===== config.mk =====
export PLATFORM = sky130hd
export DESIGN_NAME = alu16
export DESIGN_NICKNAME = d
export VERILOG_FILES = /design/src/rtl/alu16_pkg.sv /design/src/rtl/alu16_addsub.sv /design/src/rtl/alu16_bitwise.sv /design/src/rtl/alu16_shift.sv /design/src/rtl/alu16.sv
export SDC_FILE = /design/constraint.sdc
export NUM_CORES = 1
export LEC_CHECK = 0
export BUFFER_PORTS_ARGS = -buffer_cell sky130_fd_sc_hd__buf_2
export CORE_UTILIZATION = 48
export DETAILED_ROUTE_END_ITERATION = 8
export MAX_ROUTING_LAYER = met4
export PLACE_DENSITY_LB_ADDON = 0.2
export REMOVE_ABC_BUFFERS = 1
export SYNTH_ARGS = -nofsm -noshare
export SYNTH_HDL_FRONTEND = slang
export SYNTH_HIERARCHICAL = 1
export SYNTH_SLANG_ARGS = --single-unit

===== constraint.sdc =====
create_clock -name vclk -period 22
set_input_delay 6.6 -clock vclk [all_inputs]
set_output_delay 6.6 -clock vclk [all_outputs]
set_load 0.03 [all_outputs]

===== src/rtl/alu16_pkg.sv =====
package alu16_pkg;

  localparam int FUNC_W = 5;

  typedef enum logic [FUNC_W-1:0] {
    FN_ADD  = 5'h00,
    FN_SUB  = 5'h01,
    FN_AND  = 5'h08,
    FN_OR   = 5'h09,
    FN_XOR  = 5'h0A,
    FN_SHL  = 5'h10,
    FN_SHR  = 5'h11,
    FN_SRA  = 5'h13,
    FN_CEQ  = 5'h18,
    FN_CLT  = 5'h19,
    FN_CLE  = 5'h1A,
    FN_CULT = 5'h1B
  } alu_fn_e;

  typedef enum logic [1:0] {
    BW_AND = 2'd0,
    BW_OR  = 2'd1,
    BW_XOR = 2'd2
  } bw_op_e;

endpackage


===== src/rtl/alu16_addsub.sv =====
module alu16_addsub #(
  parameter int DATA_W = 16
) (
  input  logic [DATA_W-1:0] a_i,
  input  logic [DATA_W-1:0] b_i,
  output logic [DATA_W-1:0] sum_o,
  output logic [DATA_W-1:0] diff_o,
  output logic              eq_o,
  output logic              lt_s_o,
  output logic              lt_u_o
);

  localparam int MSB = DATA_W - 1;

  logic [DATA_W:0]   sub_full;
  logic [DATA_W-1:0] diff_w;
  logic              carry_out;
  logic              ovf;

  always_comb begin
    sub_full  = {1'b0, a_i} + {1'b0, ~b_i} + (DATA_W+1)'(1);
    diff_w    = sub_full[DATA_W-1:0];
    carry_out = sub_full[DATA_W];
    ovf       = (a_i[MSB] != b_i[MSB]) && (diff_w[MSB] != a_i[MSB]);
  end

  assign sum_o  = a_i + b_i;
  assign diff_o = diff_w;
  assign eq_o   = ~|diff_w;
  assign lt_u_o = ~carry_out;
  assign lt_s_o = diff_w[MSB] ^ ovf;

  // Subtraction-derived comparisons cross-checked against direct operators
  always_comb begin
    p_equal_r8: assert (eq_o == (a_i == b_i));
    p_signed_lt_r9: assert (lt_s_o == ($signed(a_i) < $signed(b_i)));
    p_unsigned_lt_r11: assert (lt_u_o == (a_i < b_i));
  end

endmodule


===== src/rtl/alu16_bitwise.sv =====
module alu16_bitwise #(
  parameter int DATA_W = 16
) (
  input  logic [DATA_W-1:0]     a_i,
  input  logic [DATA_W-1:0]     b_i,
  input  alu16_pkg::bw_op_e     op_i,
  output logic [DATA_W-1:0]     y_o
);

  import alu16_pkg::*;

  always_comb begin
    unique case (op_i)
      BW_AND:  y_o = a_i & b_i;
      BW_OR:   y_o = a_i | b_i;
      BW_XOR:  y_o = a_i ^ b_i;
      default: y_o = '0;
    endcase
  end

endmodule


===== src/rtl/alu16_shift.sv =====
module alu16_shift #(
  parameter int DATA_W = 16
) (
  input  logic [DATA_W-1:0]         a_i,
  input  logic [$clog2(DATA_W)-1:0] dist_i,
  input  logic                      left_i,
  input  logic                      arith_i,
  output logic [DATA_W-1:0]         y_o
);

  localparam int DIST_W = $clog2(DATA_W);
  localparam int MSB    = DATA_W - 1;

  function automatic logic [DATA_W-1:0] bit_rev(input logic [DATA_W-1:0] v);
    logic [DATA_W-1:0] r;
    for (int i = 0; i < DATA_W; i++) r[i] = v[MSB-i];
    return r;
  endfunction

  logic [DATA_W-1:0] stage [DIST_W+1];
  logic              fill;

  assign fill     = arith_i & ~left_i & a_i[MSB];
  assign stage[0] = left_i ? bit_rev(a_i) : a_i;

  // One conditional right-shift stage per bit of the distance
  for (genvar k = 0; k < DIST_W; k++) begin : g_stage
    localparam int STEP = 2 ** k;
    assign stage[k+1] = dist_i[k] ? {{STEP{fill}}, stage[k][MSB:STEP]} : stage[k];
  end

  assign y_o = left_i ? bit_rev(stage[DIST_W]) : stage[DIST_W];

  always_comb begin
    if (left_i) begin
      p_shift_left_r4: assert (y_o == (a_i << dist_i));
    end else if (!arith_i) begin
      p_shift_logical_r5: assert (y_o == (a_i >> dist_i));
    end else begin
      p_shift_arith_r6: assert (y_o == DATA_W'($signed(a_i) >>> dist_i));
    end
  end

endmodule


===== src/rtl/alu16.sv =====
module alu16 #(
  parameter int DATA_W = 16
) (
  input  logic [DATA_W-1:0]            opnd_a,
  input  logic [DATA_W-1:0]            opnd_b,
  input  logic [alu16_pkg::FUNC_W-1:0] func_sel,
  output logic [DATA_W-1:0]            result
);

  import alu16_pkg::*;

  localparam int DIST_W = $clog2(DATA_W);

  logic [DATA_W-1:0] sum_w, diff_w, bw_w, sh_w;
  logic              eq_w, lt_s_w, lt_u_w;
  bw_op_e            bw_op;
  logic              sh_left, sh_arith;
  logic              is_cmp, is_shift, is_known;

  alu16_addsub #(.DATA_W(DATA_W)) u_addsub (
    .a_i    (opnd_a),
    .b_i    (opnd_b),
    .sum_o  (sum_w),
    .diff_o (diff_w),
    .eq_o   (eq_w),
    .lt_s_o (lt_s_w),
    .lt_u_o (lt_u_w)
  );

  alu16_bitwise #(.DATA_W(DATA_W)) u_bitwise (
    .a_i  (opnd_a),
    .b_i  (opnd_b),
    .op_i (bw_op),
    .y_o  (bw_w)
  );

  alu16_shift #(.DATA_W(DATA_W)) u_shift (
    .a_i     (opnd_a),
    .dist_i  (opnd_b[DIST_W-1:0]),
    .left_i  (sh_left),
    .arith_i (sh_arith),
    .y_o     (sh_w)
  );

  // Function decode for the sub-units
  always_comb begin
    bw_op    = BW_AND;
    sh_left  = 1'b0;
    sh_arith = 1'b0;
    case (func_sel)
      FN_OR:   bw_op = BW_OR;
      FN_XOR:  bw_op = BW_XOR;
      FN_SHL:  sh_left = 1'b1;
      FN_SRA:  sh_arith = 1'b1;
      default: ;
    endcase
  end

  // Result selection
  always_comb begin
    case (func_sel)
      FN_ADD:                 result = sum_w;
      FN_SUB:                 result = diff_w;
      FN_AND, FN_OR, FN_XOR:  result = bw_w;
      FN_SHL, FN_SHR, FN_SRA: result = sh_w;
      FN_CEQ:                 result = DATA_W'(eq_w);
      FN_CLT:                 result = DATA_W'(lt_s_w);
      FN_CLE:                 result = DATA_W'(lt_s_w | eq_w);
      FN_CULT:                result = DATA_W'(lt_u_w);
      default:                result = '0;
    endcase
  end

  assign is_cmp   = func_sel inside {FN_CEQ, FN_CLT, FN_CLE, FN_CULT};
  assign is_shift = func_sel inside {FN_SHL, FN_SHR, FN_SRA};
  assign is_known = is_cmp || is_shift ||
                    (func_sel inside {FN_ADD, FN_SUB, FN_AND, FN_OR, FN_XOR});

  always_comb begin
    if (is_cmp) begin
      p_cmp_boolean_r13: assert (result[DATA_W-1:1] == '0);
    end
    if (!is_known) begin
      p_unused_zero_r12: assert (result == '0);
    end
    if (is_shift && (opnd_b[DIST_W-1:0] == '0)) begin
      p_zero_shift_r7: assert (result == opnd_a);
    end
    if (func_sel == FN_CLE) begin
      p_le_signed_r10: assert (result[0] == ($signed(opnd_a) <= $signed(opnd_b)));
    end
  end

endmodule


# After elaboration in Yosys (flattened, before gate mapping)
# Cells that the tools add are included.
[classes]
bitwise = 10
addsub = 3
eq_ne = 15
n_mux = 11
reduce_logical = 7
[ops]
columns = ["op", "n"]
rows = [
  ["$pmux W16 S8", 1],
  ["$mux W16", 6],
  ["$pmux W16 S3", 1],
  ["$eq A5 B5 Y1 const B", 7],
  ["$add A16 B16 Y17", 1],
  ["$add A17 B1 Y17 const B", 1],
  ["$add A16 B16 Y16", 1],
  ["$and A16 B16 Y16", 1],
  ["$not A16 Y16", 1],
  ["$or A16 B16 Y16", 1],
  ["$reduce_or A16 Y1", 1],
  ["$xor A16 B16 Y16", 1],
  ["$eq A5 B4 Y1 const B", 3],
  ["$reduce_or A3 Y1", 2],
  ["$eq A5 B1 Y1 const B", 1],
  ["$logic_not A5 Y1", 1],
  ["$pmux W2 S2", 1],
  ["$and A1 B1 Y1", 2],
  ["$eq A2 B1 Y1 const B", 1],
  ["$eq A2 B2 Y1 const B", 1],
  ["$logic_not A2 Y1", 1],
  ["$mux W1", 2],
  ["$ne A1 B1 Y1", 2],
  ["$not A1 Y1", 2],
  ["other kinds (4)", 4],
]
[word_totals]
reg_bits = 0
input_bits = 37
word_cells = 46
out_inout_bits = 16

# Longest topological paths before layout
# Gate-level depths: netlist of the first run.
[logic_depth]
word_depth = 11
mapped_depth = 19

# Modules after synthesis
# Netlist of the first run, hierarchy kept.
[by_module_without_submodules]
columns = ["mod", "cells_per_inst", "n_inst", "seq_area_each_um2", "area_each_um2"]
rows = [
  ["alu16_addsub", 224, 1, 0.0, 1621.6],
  ["alu16_shift", 175, 1, 0.0, 1539.0],
  ["alu16_bitwise", 103, 1, 0.0, 920.9],
  ["alu16", 108, 1, 0.0, 680.7],
]

# Worst setup path before layout of the first run
# Ideal clock, no wire load.
[synth_path]
kind = "input to output"
start = "in opnd_b[2]"
end = "out result[0]"
required_time_ns = 15.400
n_path_buf = 1
arrival_ns = 10.485
path_slack_ns = 4.915
path_stages = 19
path_cell_list = "inv_1 ha_1 buf_4 o21a_1 o31a_1 o32a_2 o211ai_1 o21bai_1 a21oi_1 fa_1 inv_1 nor4_1 o21ai_0 or4_1 or4_1 nor4b_1 nor2b_1 a221oi_1 o221ai_1"
[synth_lines]
columns = ["item", "line", "rtl"]
rows = [
  ["start: declaration", "alu16.sv:5", "input logic [DATA_W-1:0] opnd_b,"],
  ["$not A16 Y16 (*)", "alu16_addsub.sv:21", "sub_full = {1'b0, a_i} + {1'b0, ~b_i} + (DATA_W+1)'(1);"],
  ["$add A16 B16 Y17 (*)", "alu16_addsub.sv:21", ""],
  ["$add A17 B1 Y17 (*)", "alu16_addsub.sv:21", ""],
  ["named net diff_w[15]", "alu16.sv:14", "logic [DATA_W-1:0] sum_w, diff_w, bw_w, sh_w;"],
  ["$reduce_or A16 Y1 (*)", "alu16_addsub.sv:29", "assign eq_o = ~|diff_w;"],
  ["$logic_not A1 Y1 (*)", "alu16_addsub.sv:29", ""],
  ["named net eq_w", "alu16.sv:15", "logic eq_w, lt_s_w, lt_u_w;"],
  ["$or A1 B1 Y1", "alu16.sv:68", "FN_CLE: result = DATA_W'(lt_s_w | eq_w);"],
  ["$pmux W16 S8 (*)", "alu16.sv:61", "case (func_sel)"],
  ["end: declaration", "alu16.sv:7", "output logic [DATA_W-1:0] result"],
]
# Mark *: on every way through the listed nets, which the timed path passes. The rest lies on a longest branch.

# Final worst setup path of the first run
[layout_path]
start = "in opnd_b[1]"
end = "out result[0]"
# Same word-level chain as after synthesis.

==> results_dict.tcl, run 1 <==
set metrics [dict create \
    power_switching_share 0.608 \
    rsz0062_at_grt "false" \
    cp_slowest_cell "buf_2" \
    yosys-top-cells-count "inv_1, ha_1, nand3_1" \
    max_slew_margin 0.142 \
    grt_start_max_net_pins 45 \
    wl_mm 14.9 \
    first_pass_iters 5 \
    fin_tns_setup_ns 0 \
    end_kind "output pin" \
    path_class "in2out" \
    synthCells 610 \
    seqPwrFrac 0 \
    cp_slowest_stage_delay_ns 0.60 \
    dpl.hpwl_mm 11.2 \
    vdd_drop_max_mv 0.0119 \
    p_leak_nw 2.16 \
    fmax_mhz 55.3 \
    grt_pass1_wl_mm 23.6 \
    report.final.slew_viol_count 0 \
    critical_path_arrival_ns 11.49 \
    regArea_um2 0 \
    path_buf_inv 4 \
    area_growth_pct 2.50 \
    power.share.clock 0 \
    start_kind "primary input" \
    power_density_nw_per_um2 23.1 \
    grt_pass1_vias 4600 \
    die_x_um 102 \
    post_cts_buffers 0 \
    synth-seq-area-share 0 \
    synth_area_um2 4760 \
    postCtsHoldBufs 0 \
    synth_most_common_cell "inv_1" \
    setup_viol 0 \
    nets 723 \
    ant_nets 0 \
    cap_violations 0 \
    drive_above_1_share 0.184 \
    path_delay_family "simple AND/OR/NAND/NOR gates" \
    drt_iter0_drc 369 \
    path_cells "buf_2 -> inv_1 -> ha_1 -> nor2b_1 -> o31a_1 -> o32a_2 -> o211ai_1 -> o21bai_1 -> a21oi_1 -> fa_1 -> inv_1 -> nor4_1 -> o21ai_0 -> or4_1 -> or4_1 -> nor4b_1 -> nor2b_1 -> a221oi_1 -> o221ai_1 -> buf_2" \
    period_needed_ns 18.09 \
    switchingPower_w 0.0000685 \
    std_cell_rows 35 \
    dr_total_vias 4913 \
    io_pins 53 \
    synthDistinctLibCells 81 \
    hp-class "in2out" \
    synth_top_area_share 0.166 \
    p_int_w 0.0000441 \
    clkbuf_count 0 \
    finalHoldViolCount 0 \
    wl_per_cell_um 20.0 \
    n_fill_cell 921 \
    port_buffers 53 \
    antenna_found_initial 0 \
    track_usage 0.298 \
    yosys.area.top_type "ha_1" \
    syn_area_per_cell_um2 7.81 \
    worst_pin_slew_ns 1.28 \
    fin_crit_sh 0.822 \
    crit_required_ns 15.40 \
    outcome "completed" \
    fp.dieArea_um2 10300 \
    layout_setup_ws_ns 3.91 \
    crit_path_max_fanout 43 \
    initial_core_util 0.506 \
    die_h_um 102 \
    final_util 0.518 \
    post-route-drc-count 0 \
    viasPerCell 6.58 \
    pwr-share-comb 1.000 \
    cts_resized 0 \
    diodes 0 \
    place_ws_ns 3.93 \
    synth_warnings 6 \
    core_area_um2 9420 \
    synth.top_cells.by_area "ha_1, mux4_2, nand3_1" \
    grt_overflow 0 \
    place_congestion 0.942 \
    seq_cell_count 0 \
]
==> routing by layer <==
| layer | up-vias | wire length [um] | global-route usage |
|---|---|---|---|
| li1 | 2295 | - | - |
| met1 | 2353 | 6490 | 0.382 |
| met2 | 225 | 7040 | 0.492 |
| met3 | 40 | 790 | 0.0131 |
| met4 | 0 | 624 | 0.115 |
| met5 | - | 0 | - |
==> cell families (layout without fill, tap and decap cells) <==
logic type                 count (synthesis)  after routing  share of synthesized area
AOI/OAI and AO/OA                        159            159                      0.257
xor gates and xnor gates                  21             21                     0.0386
adders and majority gates                 66             66                      0.178
buffers and inverters                    117            125                      0.125
muxes                                     55             55                      0.174
and+or+nand+nor                          192            192                      0.228
==> area by class of cell <==
class,count,area [um2],share of cell area
Timing Repair Buffer,55,280,0.0574
Tap cell,129,161,0.0331
Multi-Input combinational cell,493,4180,0.856
Inverter,70,263,0.0538
==> power groups by stage <==
stage	sequential (W)	combinational, W	clock, W
after floorplan	0	0.0000756	0
after detailed placement	0	0.000110	0
after CTS	0	0.000111	0
final	0	0.000113	0
after global routing	0	0.000122	0
after global placement	0	0.000108	0
==> worst min-delay path: stages <==
cell	delay, ns
buf_2	0.15
o221ai_1	0.13
buf_2	0.18
==> final timing paths <==
kind | from | end | slack [ns] | depth (start not counted)
setup / recovery | opnd_b[1] | result[0] | 3.91 | 20
hold / removal | func_sel[1] | result[0] | 13.67 | 3
==> per-stage QoR <==
stage	instance area [um2]	power, W	std cells	hold slack [ns]
final	4880	0.000113	747	13.67
after floorplan	4430	0.0000756	563	13.52
after CTS	4880	0.000111	747	13.67
after detailed placement	4880	0.000110	747	13.67
after global routing	4880	0.000122	747	13.70
after global placement	4880	0.000108	747	13.68
==> cell usage in the layout (no fill, tap or decap), drive strengths merged, types with 9 or more instances in the layout <==
cell    instances
inv            70
ha             63
nand3          63
buf            55
nor2           29
a21oi          27
mux2i          26
nand2          22
mux4           20
o22ai          19
nand4          17
xnor2          14
o21ai          14
nor2b           9
mux2            9
nand2b          9
nor3            9
a21o            9
No activity file was read; power rests on OpenSTA's default activity.
==> inputs of run 2 (changes only) <==
Clock period 22 ns to 15.4 ns, I/O delays scaled along.
==> run 2 against run 1 <==
  * Global-route usage up 0.31 points
  * Die area unchanged
  * Via count up 0.37%
  * Final area up 0.31%
  * Critical path type unchanged
  * Critical endpoint unchanged
==> results_dict.tcl, run 2 (same netlist as run 1, synthesis figures left out) <==
set metrics [dict create \
    rsz0062_at_grt "false" \
    wl_per_cell_um 20.1 \
    first_pass_iters 5 \
    power_switching_share 0.608 \
    drt_iter0_drc 417 \
    regArea_um2 0 \
    cap_violations 0 \
    path_cells "buf_2 -> inv_1 -> ha_1 -> o21a_1 -> o31a_1 -> o32a_2 -> o211ai_1 -> o21bai_1 -> a21oi_1 -> fa_1 -> inv_1 -> nor4_1 -> o21ai_0 -> or4_1 -> or4_1 -> nor4b_1 -> nor2b_1 -> a221oi_1 -> o221ai_1 -> buf_2" \
    finalPower_w 0.000162 \
    clkbuf_count 0 \
    post_cts_buffers 0 \
    final_util 0.520 \
    multi_input_area_um2 4180 \
    initial_core_util 0.506 \
    drive_above_1_share 0.187 \
    die_x_um 102 \
    pwr-share-comb 1.000 \
    report.final.slew_viol_count 0 \
    grt_pass1_vias 4716 \
    track_usage 0.301 \
    core_area_um2 9420 \
    startpoint "opnd_b[2]" \
    dpl-instance-area_um2 4900 \
    viasPerCell 6.58 \
    place_congestion 0.949 \
    critical_path_arrival_ns 9.26 \
    finalHoldViolCount 0 \
    io_pins 53 \
    grt_start_max_net_pins 45 \
    cp_slowest_stage_delay_ns 0.49 \
    crit_path_max_fanout 32 \
    post-route-drc-count 0 \
    crit_required_ns 10.78 \
    wl_mm 15.1 \
    antenna_found_initial 0 \
    seqPwrFrac 0 \
    dpl.hpwl_mm 11.3 \
    cts_resized 0 \
    seq_cell_count 0 \
    ant_nets 0 \
    diodes 0 \
    design_area_um2 4900 \
    power_density_nw_per_um2 33.0 \
    area_growth_pct 2.81 \
    holdCritStartpoint "func_sel[1]" \
    fin_crit_sh 0.901 \
    path_class "in2out" \
    switchingPower_w 0.0000983 \
    vdd_drop_max_mv 0.0177 \
    fp.dieArea_um2 10300 \
    period_needed_ns 13.88 \
    setup_viol 0 \
    postCtsHoldBufs 0 \
    end_kind "output pin" \
    path_buf_inv 4 \
    power.share.clock 0 \
    grt_pass1_wl_mm 23.8 \
    layout_common_cells "inv_1, ha_1, nand3_1" \
    std_cell_rows 35 \
    fmax_mhz 72.0 \
    p_leak_nw 2.17 \
    final_common_cell "inv_1" \
    die_h_um 102 \
    worst_pin_slew_ns 1.16 \
    port_buffers 53 \
    max_slew_margin 0.222 \
    path_delay_family "simple AND/OR/NAND/NOR gates" \
    n_fill_cell 946 \
    outcome "completed" \
    nets 725 \
    cp_slowest_cell "buf_2" \
    hp-class "in2out" \
    p_int_w 0.0000633 \
    fin_tns_setup_ns 0 \
    dr_total_vias 4931 \
    grt_overflow 0 \
    start_kind "primary input" \
]
run 2: cell count changes in the layout (fill, tap and decap cells not counted), sizes merged:
cell and delta:
buf +2
run 2: final timing paths:
check	end	slack, ns	cells past startpoint
max	result[0]	1.52	20
min	result[0]	9.71	3
run 2: tightest hold or removal path, cell delays in order:
cell      delay (ns)
buf_2           0.15
o221ai_1        0.14
buf_2           0.19
run 2: final cells by class:
type,count,area share
repair buffers,57,0.0603
inverters,70,0.0537
well taps,129,0.0330
multi-input cells,493,0.853
run 2: per-layer routing:
metal	routed length, um	part of all wire	up-vias	global-route usage
met4	526	0.035	0	0.101
li1	-	-	2300	-
met2	7230	0.48	212	0.508
met5	0	0	-	-
met1	6430	0.43	2378	0.377
met3	862	0.057	41	0.0221
run 2: power by group through the flow:
stage	clock, W	sequential [W]	combinational [W]
2_1_floorplan	0	0	0.000108
3_5_place_dp	0	0	0.000157
5_1_grt	0	0	0.000174
6_report	0	0	0.000162
4_1_cts	0	0	0.000158
3_3_place_gp	0	0	0.000155
run 2: per-stage QoR:
| stage | cells | hold slack (ns) | setup slack (ns) |
|---|---|---|---|
| CTS | 749 | 9.71 | 1.55 |
| floorplan | 563 | 9.56 | 2.27 |
| global placement | 749 | 9.72 | 1.68 |
| detailed placement | 749 | 9.71 | 1.56 |
| finish | 749 | 9.71 | 1.52 |
| global route | 749 | 9.77 | 1.23 |
==> inputs of run 3 (changes only) <==
Settings changed: CELL_PAD_IN_SITES_DETAIL_PLACEMENT from default to 2, CELL_PAD_IN_SITES_GLOBAL_PLACEMENT from default to 2, CORE_UTILIZATION 48 to 33.
==> run 3 against run 2 <==
  * Critical path depth unchanged
  * Global-route usage decreased by 3.3 points
  * Combinational power is 5% higher
  * Sequential share of layout area unchanged
  * Cell count increased by 7.3%
  * Hold slack got worse by 0.0050 ns
  * Core utilization shrank 16 points
  * Largest cell class unchanged
==> results_dict.tcl, run 3 (same netlist as run 1, synthesis figures left out) <==
set metrics [dict create \
    hp-class "in2out" \
    antenna_found_initial 0 \
    holdWs_ns 9.71 \
    cp_slowest_stage_delay_ns 0.51 \
    holdCritStartpoint "func_sel[1]" \
    postCtsHoldBufs 0 \
    power_density_nw_per_um2 34.1 \
    crit_required_ns 10.78 \
    n_fill_cell 1672 \
    worst_pin_slew_ns 0.995 \
    rsz0062_at_grt "false" \
    layout_setup_ws_ns 1.21 \
    initial_core_util 0.340 \
    area_growth_pct 4.78 \
    finalPower_w 0.000170 \
    vdd_drop_max_mv 0.0138 \
    period_needed_ns 14.19 \
    wl_per_cell_um 23.9 \
    setup_viol 0 \
    std_cell_rows 43 \
    critical_path_arrival_ns 9.57 \
    wl_mm 19.2 \
    layout_common_cells "inv_1, ha_1, nand3_1" \
    grt_pass1_vias 5349 \
    place_ws_ns 1.19 \
    place_congestion 0.925 \
    p_leak_nw 2.19 \
    dpl.hpwl_mm 14.9 \
    drt_iter0_drc 293 \
    end_kind "output pin" \
    post-route-drc-count 0 \
    core_area_um2 14000 \
    drive_above_1_share 0.192 \
    post_cts_buffers 0 \
    grt_overflow 0 \
    port_buffers 53 \
    seq_cell_count 0 \
    viasPerCell 6.15 \
    regArea_um2 0 \
    final_util 0.357 \
    fin_tns_setup_ns 0 \
    track_usage 0.268 \
    path_cells "buf_2 -> inv_1 -> ha_1 -> o21a_1 -> o31a_1 -> o32a_2 -> o211ai_1 -> o21bai_1 -> a21oi_1 -> fa_1 -> inv_1 -> nor4_1 -> o21ai_0 -> or4_1 -> or4_1 -> nor4b_1 -> nor2b_1 -> a221oi_1 -> o221ai_1 -> buf_2" \
    cap_violations 0 \
    report.final.slew_viol_count 0 \
    ant_nets 0 \
    holdPathEnd "result[0]" \
    cp_slowest_cell "buf_2" \
    die_x_um 122 \
    nets 729 \
    dr_total_vias 4944 \
    path_buf_inv 4 \
    first_pass_iters 4 \
    io_pins 53 \
    diodes 0 \
    outcome "completed" \
    start_kind "primary input" \
    min_path_cells 3 \
    crit_path_max_fanout 32 \
    max_slew_margin 0.337 \
    final_common_cell "inv_1" \
    grt_start_max_net_pins 45 \
    fp.dieArea_um2 14900 \
    clkbuf_count 0 \
    die_h_um 122 \
    path_class "in2out" \
    cts_resized 0 \
    finalHoldViolCount 0 \
    fin_crit_sh 0.922 \
    fmax_mhz 70.5 \
    grt_pass1_wl_mm 30.1 \
    path_delay_family "simple AND/OR/NAND/NOR gates" \
]
## run 3: metal layers
layer,global-route usage,vias to the layer above,part of all wire
met1,0.343,2500,0.45
met2,0.466,103,0.49
met5,-,-,0
met4,0.0648,0,0.027
met3,0.00562,29,0.032
li1,-,2312,-
## run 3: worst max-delay path by stage
stage	start	to	slack (ns)	cells after the start
after global placement	opnd_b[2]	result[0]	1.51	20
final	opnd_b[2]	result[0]	1.21	20
after global routing	opnd_b[2]	result[0]	0.73	20
after floorplan	opnd_b[1]	result[0]	2.27	18
after detailed placement	opnd_b[2]	result[0]	1.19	20
after CTS	opnd_b[2]	result[0]	1.17	20
## run 3: per-stage QoR
stage / std cells / cell area [um2]
2_1_floorplan: 563 / 4430
3_3_place_gp: 804 / 4990
3_5_place_dp: 804 / 4990
4_1_cts: 804 / 4990
5_1_grt: 804 / 4990
6_report: 804 / 4990
## run 3: power breakdown
group / leakage (nW) / switching, W / total (W) / internal (W)
clock network: 0 / 0 / 0 / 0
registers: 0 / 0 / 0 / 0
logic: 2.19 / 0.000106 / 0.000170 / 0.0000641
total: 2.19 / 0.000106 / 0.000170 / 0.0000641
## run 3: final cells by class
cell class,instances,area (um2),share of cell area
Multi-Input combinational cell,493,4180,0.837
Inverter,70,263,0.0527
Timing Repair Buffer,61,325,0.0652
Tap cell,180,225,0.0451
## run 3: worst min-delay path, stage by stage
cell and delay [ns]:
buf_2 0.15, o221ai_1 0.13, buf_2 0.18
